### src/rtl/interp_pkg.sv
package interp_pkg;
  localparam int unsigned COEF_W     = 10;
  localparam int unsigned COEF_SHIFT = 8;   // coefficients scaled by 256
  localparam int unsigned SIDE_TAPS  = 3;   // nonzero taps each side of centre
  localparam int unsigned HIST_LEN   = 2 * SIDE_TAPS;
  localparam int unsigned CENTRE_IDX = SIDE_TAPS - 1;
  localparam int unsigned MAX_SLOTS  = 4;
  localparam int unsigned SLOT_W     = $clog2(MAX_SLOTS);
  localparam int unsigned OUT_LATENCY = 2;  // edges from strobe to first output

  typedef enum logic [1:0] {SRC_EVEN = 2'd0, SRC_ODD = 2'd1, SRC_MID = 2'd2} src_e;

  // k = 0 is the outermost tap
  function automatic logic signed [COEF_W-1:0] side_coef(input int unsigned k);
    case (k)
      0:       return COEF_W'(3);
      1:       return COEF_W'(-25);
      default: return COEF_W'(150);
    endcase
  endfunction
endpackage

### src/rtl/interp_hist.sv
module interp_hist import interp_pkg::*; #(
  parameter int unsigned W     = 14,
  parameter int unsigned DEPTH = HIST_LEN
) (
  input  logic                clk_i,
  input  logic                rst_ni,
  input  logic                load_i,
  input  logic signed [W-1:0] din_i,
  output logic signed [W-1:0] hist_o [DEPTH]
);
  logic signed [W-1:0] hist_q [DEPTH];

  always_ff @(posedge clk_i or negedge rst_ni) begin
    if (!rst_ni) begin
      for (int i = 0; i < int'(DEPTH); i++) hist_q[i] <= '0;
    end else if (load_i) begin
      hist_q[0] <= din_i;
      for (int i = 1; i < int'(DEPTH); i++) hist_q[i] <= hist_q[i-1];
    end
  end

  assign hist_o = hist_q;
endmodule

### src/rtl/interp_phase_calc.sv
module interp_phase_calc import interp_pkg::*; #(
  parameter int unsigned W = 14
) (
  input  logic signed [W-1:0] hist_i [HIST_LEN],
  input  logic                hp_i,
  output logic signed [W-1:0] even_o,
  output logic signed [W-1:0] odd_o
);
  localparam int unsigned ACC_W = W + COEF_W + $clog2(HIST_LEN) + 1;
  localparam logic signed [W-1:0]     S_MAX = {1'b0, {(W-1){1'b1}}};
  localparam logic signed [W-1:0]     S_MIN = {1'b1, {(W-1){1'b0}}};
  localparam logic signed [ACC_W-1:0] RND   = ACC_W'(1) <<< (COEF_SHIFT - 1);

  logic signed [ACC_W-1:0] prod [HIST_LEN];
  logic signed [ACC_W-1:0] acc, scaled;

  for (genvar i = 0; i < int'(HIST_LEN); i++) begin : g_tap
    localparam int unsigned K = (i < int'(SIDE_TAPS)) ? i : HIST_LEN - 1 - i;
    assign prod[i] = ACC_W'(hist_i[i]) * ACC_W'(side_coef(K));
  end

  always_comb begin
    acc = '0;
    for (int i = 0; i < int'(HIST_LEN); i++) acc = acc + prod[i];
    scaled = (acc + RND) >>> COEF_SHIFT;
    if (scaled > ACC_W'(S_MAX))      even_o = S_MAX;
    else if (scaled < ACC_W'(S_MIN)) even_o = S_MIN;
    else                             even_o = scaled[W-1:0];
  end

  // high-pass: centre tap sits at an odd index, so only this phase flips
  always_comb begin
    if (!hp_i)                           odd_o = hist_i[CENTRE_IDX];
    else if (hist_i[CENTRE_IDX] == S_MIN) odd_o = S_MAX;
    else                                 odd_o = -hist_i[CENTRE_IDX];
  end
endmodule

### src/rtl/interp_seq.sv
module interp_seq import interp_pkg::*; (
  input  logic clk_i,
  input  logic rst_ni,
  input  logic valid_i,
  input  logic hp_i,
  input  logic stuff_i,
  output logic active_o,
  output logic hp_o,
  output src_e src_o
);
  logic [SLOT_W-1:0] slot_q;
  logic              active_q, hp_q, stuff_q, last;

  assign last = stuff_q ? (slot_q == SLOT_W'(MAX_SLOTS - 1)) : (slot_q == SLOT_W'(1));

  always_ff @(posedge clk_i or negedge rst_ni) begin
    if (!rst_ni) begin
      slot_q   <= '0;
      active_q <= 1'b0;
      hp_q     <= 1'b0;
      stuff_q  <= 1'b0;
    end else if (valid_i) begin
      slot_q   <= '0;
      active_q <= 1'b1;
      hp_q     <= hp_i;
      stuff_q  <= stuff_i;
    end else if (active_q) begin
      if (last) active_q <= 1'b0;
      else      slot_q   <= slot_q + SLOT_W'(1);
    end
  end

  always_comb begin
    if (!stuff_q)      src_o = slot_q[0] ? SRC_ODD : SRC_EVEN;
    else if (slot_q[0]) src_o = SRC_MID;
    else               src_o = slot_q[1] ? SRC_ODD : SRC_EVEN;
  end

  assign active_o = active_q;
  assign hp_o     = hp_q;
endmodule

### src/rtl/interp2x_stuff.sv
module interp2x_stuff import interp_pkg::*; #(
  parameter int unsigned SAMPLE_W = 14
) (
  input  logic                clk_i,
  input  logic                rst_ni,
  input  logic                valid_i,
  input  logic [SAMPLE_W-1:0] data_i,
  input  logic                hp_i,
  input  logic                stuff_i,
  output logic                valid_o,
  output logic [SAMPLE_W-1:0] data_o
);
  localparam logic [SAMPLE_W-1:0] MID_CODE = {1'b1, {(SAMPLE_W-1){1'b0}}};

  logic signed [SAMPLE_W-1:0] din_s, even_s, odd_s, sel_s;
  logic signed [SAMPLE_W-1:0] hist [HIST_LEN];
  logic                       active, hp_lat;
  src_e                       src;
  logic                       valid_q;
  logic [SAMPLE_W-1:0]        data_q;

  assign din_s = {~data_i[SAMPLE_W-1], data_i[SAMPLE_W-2:0]};

  interp_hist #(.W(SAMPLE_W), .DEPTH(HIST_LEN)) i_hist (
    .clk_i, .rst_ni, .load_i(valid_i), .din_i(din_s), .hist_o(hist)
  );

  interp_seq i_seq (
    .clk_i, .rst_ni, .valid_i, .hp_i, .stuff_i,
    .active_o(active), .hp_o(hp_lat), .src_o(src)
  );

  interp_phase_calc #(.W(SAMPLE_W)) i_calc (
    .hist_i(hist), .hp_i(hp_lat), .even_o(even_s), .odd_o(odd_s)
  );

  always_comb begin
    case (src)
      SRC_EVEN: sel_s = even_s;
      SRC_ODD:  sel_s = odd_s;
      default:  sel_s = '0;
    endcase
  end

  always_ff @(posedge clk_i or negedge rst_ni) begin
    if (!rst_ni) begin
      valid_q <= 1'b0;
      data_q  <= MID_CODE;
    end else begin
      valid_q <= active;
      if (active) data_q <= {~sel_s[SAMPLE_W-1], sel_s[SAMPLE_W-2:0]};
    end
  end

  assign valid_o = valid_q;
  assign data_o  = data_q;
endmodule

### config.mk
export PLATFORM = sky130hd
export DESIGN_NAME = interp2x_stuff
export DESIGN_NICKNAME = d
export VERILOG_FILES = /design/src/rtl/interp_pkg.sv /design/src/rtl/interp_hist.sv /design/src/rtl/interp_phase_calc.sv /design/src/rtl/interp_seq.sv /design/src/rtl/interp2x_stuff.sv
export SDC_FILE = /design/constraint.sdc
export NUM_CORES = 1
export LEC_CHECK = 0
export BUFFER_PORTS_ARGS = -buffer_cell sky130_fd_sc_hd__buf_4
export CAP_MARGIN = 30
export CORE_MARGIN = 2
export CORE_UTILIZATION = 68
export DETAILED_ROUTE_END_ITERATION = 6
export PLACE_DENSITY = 0.85
export SYNTH_ARGS = -nofsm -noshare
export SYNTH_HDL_FRONTEND = slang
export SYNTH_SLANG_ARGS = --single-unit
### constraint.sdc
create_clock -name clk_i -period 27.2 [get_ports clk_i]
set_input_delay 5.44 -clock clk_i [delete_from_list [all_inputs] [get_ports clk_i]]
set_output_delay 5.44 -clock clk_i [all_outputs]
set_load 0.1 [all_outputs]
==> results.json <==
{
  "synth-edff-count": 0,
  "synth_nets": 2247,
  "yosys_register_bits": 104,
  "yosysTopAreaCell": "ha_1",
  "critPathArrivalTime_ns": 10.30,
  "crit_fanout": 13,
  "post-cts-setup-buffers": 0,
  "cts-resized-gates": 0,
  "post-route-min-period_ns": 10.11,
  "clk_path_buf_depth": 2,
  "gp_congestion": 0.980,
  "worst_pin_slew_ns": 1.03,
  "drt_iter0_drc": 796,
  "drc": 0,
  "mostFrequentLayoutCell": "inv_1",
  "layout.nets": 2266,
  "wl_met3_um": 2650,
  "clkTransAtPathRegs_ns": 0.09,
  "run_status": "finished, final reports clean",
  "cts_sinks": 104,
  "maxCapViolCount": 0,
  "clock_latency_ns": 0.38,
  "synth_area_sq_mm": 0.0166,
  "viasPerCell": 5.90,
  "antenna_found_initial": 1,
  "first_pass_iters": 6,
  "final_cell_mix": "inv_1, ha_1, fa_1",
  "hp-class": "flop to flop",
  "initial_core_util_pct": 68.8,
  "ff_latch_area_sq_mm": 0.00260,
  "period_share_pct": 37.2,
  "rsz0062_at_grt": "false",
  "cp-end-kind": "flop",
  "rrSetupSlack_ns": 17.09,
  "coreArea_sq_mm": 0.0242,
  "r2r-end": "data_o[1]",
  "synthAdderAreaFrac_pct": 46.9,
  "track_usage_pct": 31.5,
  "ant_nets": 0,
  "crit_slowest_cell": "a2111oi_0",
  "wl_met1_um": 15600,
  "num_vias": 12200,
  "hold_path_end": "i_hist.hist_o[10]",
  "synth-compound-area-share_pct": 11.6,
  "overflow": 0,
  "netlist_top_cells_area": "ha_1, fa_1, dfrtp_1",
  "worstSetupPathType": "flop to flop",
  "async_flop_share_pct": 100,
  "die_w_um": 160,
  "ys_seq_area_share_pct": 15.7,
  "cts_buffers": 9,
  "worst_setup_path_start_kind": "flop",
  "synth_top_family_by_area": "adder cells",
  "synthSimpleGateAreaFrac_pct": 8.32,
  "r2r_cells": 31,
  "grt_pass1_vias": 13100,
  "synthDistinctLibCells": 76,
  "wl_per_cell_um": 18.4,
  "root_buffer": "clkbuf_16",
  "synth.avg_cell_area_sq_um": 9.67,
  "cts_tree": "done",
  "num_rows": 57,
  "cpMostUsedCell": "fa_1",
  "cp_slowest_stage_delay_ns": 0.86,
  "final_hold_viol_count": 0,
  "io_pins": 34,
  "r2r-start": "i_hist.hist_o[60]",
  "top_layer": "met4",
  "postCtsHoldBufs": 0,
  "synthXorXnorAreaFrac_pct": 5.64,
  "multi_input_area_sq_mm": 0.0127,
  "drv_slew": 0,
  "dpl.hpwl_um": 30800,
  "fmax_ghz": 0.0989,
  "met2WireLength_um": 18300,
  "areaGrowthSynthToFinish_pct": 5.13,
  "skew_ns": 0.0167,
  "synth.top_cell.area_share_pct": 23.9,
  "wl_um": 38100,
  "synth_ff_type": "dfrtp_1",
  "ys_warn_count": 0,
  "synthCells": 1719,
  "grt_pass1_wl_um": 64700,
  "die_h_um": 160,
  "dieArea_sq_mm": 0.0257,
  "layout-drive-gt1-share_pct": 7.46,
  "nFillCells": 1706,
  "tns_ns": 0,
  "cts_max_level": 3,
  "synthMuxAreaShare_pct": 3.77,
  "grt_start_max_net_pins": 92,
  "numPortBuffers": 33,
  "required_ns": 27.39,
  "setup_violations": 0,
  "min_from": "i_hist.hist_o[24]",
  "slew_headroom_pct": 31.5,
  "hold-path-cell-count": 1
}
[cell families after synthesis]
| group | count (synthesis) |
|---|---|
| flip-flops | 104 |
| AND/OR/NAND/NOR | 298 |
| AO/OA/AOI/OAI | 288 |
| adder cells (fa/ha/maj) | 509 |
| buffers and inverters | 356 |
| multiplexers | 57 |
| XOR/XNOR | 107 |
[cell usage after synthesis, types with 3 or more instances]
| library cell | instances |
|---|---|
| inv_1 | 328 |
| ha_1 | 318 |
| fa_1 | 191 |
| dfrtp_1 | 103 |
| nand2_1 | 97 |
| o21ai_0 | 94 |
| nor2_1 | 77 |
| xnor2_1 | 75 |
| a21oi_1 | 71 |
| mux2_2 | 45 |
| xor2_1 | 32 |
| nor3_1 | 27 |
| nand3_1 | 24 |
| clkbuf_1 | 21 |
| nor2b_1 | 21 |
| a21o_1 | 20 |
| mux2i_1 | 12 |
| or3_1 | 11 |
| o311ai_2 | 10 |
| a211oi_1 | 9 |
| a21boi_0 | 9 |
| and3_1 | 8 |
| nand2b_1 | 8 |
| o21bai_1 | 7 |
| a211o_1 | 6 |
| o21a_1 | 6 |
| or2_2 | 6 |
| a31oi_1 | 5 |
| a2111oi_0 | 4 |
| o211ai_1 | 4 |
| buf_1 | 3 |
| o21ai_1 | 3 |
| o22ai_1 | 3 |
| o311ai_1 | 3 |
[layout make-up]
class	count	share of cell area (%)
clock inverter	7	0.401
timing repair buffer	35	1.50
sequential	104	14.9
tap	324	2.32
multi-input combinational	1259	72.5
clock buffer	9	1.29
inverter	329	7.07
antenna	1	0.0143
[sequential cells by signal, summed over array words and instances (netlist names)]
register,cells
i_hist.hist_o,84
i_seq.slot_q,2
i_seq.active_o,1
i_seq.hp_o,1
data_o,14
valid_o,1
i_seq.stuff_q,1
[worst max-delay path, delay by kind of cell, from the launching register on]
family                     cells  cell delay [ns]
buffers and inverters          1             0.08
adders and majority gates     10             4.10
and+or+nand+nor                2             0.65
muxes                          1             0.13
DFF                            1             0.45
AOI/OAI and AO/OA             17             4.53
[per-layer routing]
layer,GRT usage (%),up-vias
met2,52.5,397
met3,6.22,112
met5,0,-
met4,12.9,0
li1,-,5729
met1,40.5,5969
[worst max path at each step]
stage | from | to | slack, ns | cells after the start
final | i_hist.hist_o[60] | data_o[1] | 17.09 | 31
after detailed placement | i_hist.hist_o[60] | data_o[1] | 17.31 | 31
after CTS | i_hist.hist_o[60] | data_o[1] | 17.14 | 31
after floorplan | i_hist.hist_o[18] | data_o[10] | 18.64 | 31
after global placement | i_hist.hist_o[18] | data_o[4] | 17.58 | 31
after global routing | i_hist.hist_o[60] | data_o[1] | 16.58 | 31
[stage by stage]
stage	utilization, %	setup WS [ns]	hold slack, ns	instances	cell area (sq um)
after floorplan	-	18.64	0.411	1719	16600
after global placement	71.1	17.58	0.484	2051	17200
after detailed placement	71.1	17.31	0.491	2051	17200
after CTS	72.3	17.14	0.509	2067	17500
after global routing	72.3	16.58	0.527	2067	17500
final	72.3	17.09	0.508	2068	17500
Power is left out: the tool's default activity adds up to more than one toggle a clock period on the data nets, which glitch-free logic cannot reach.
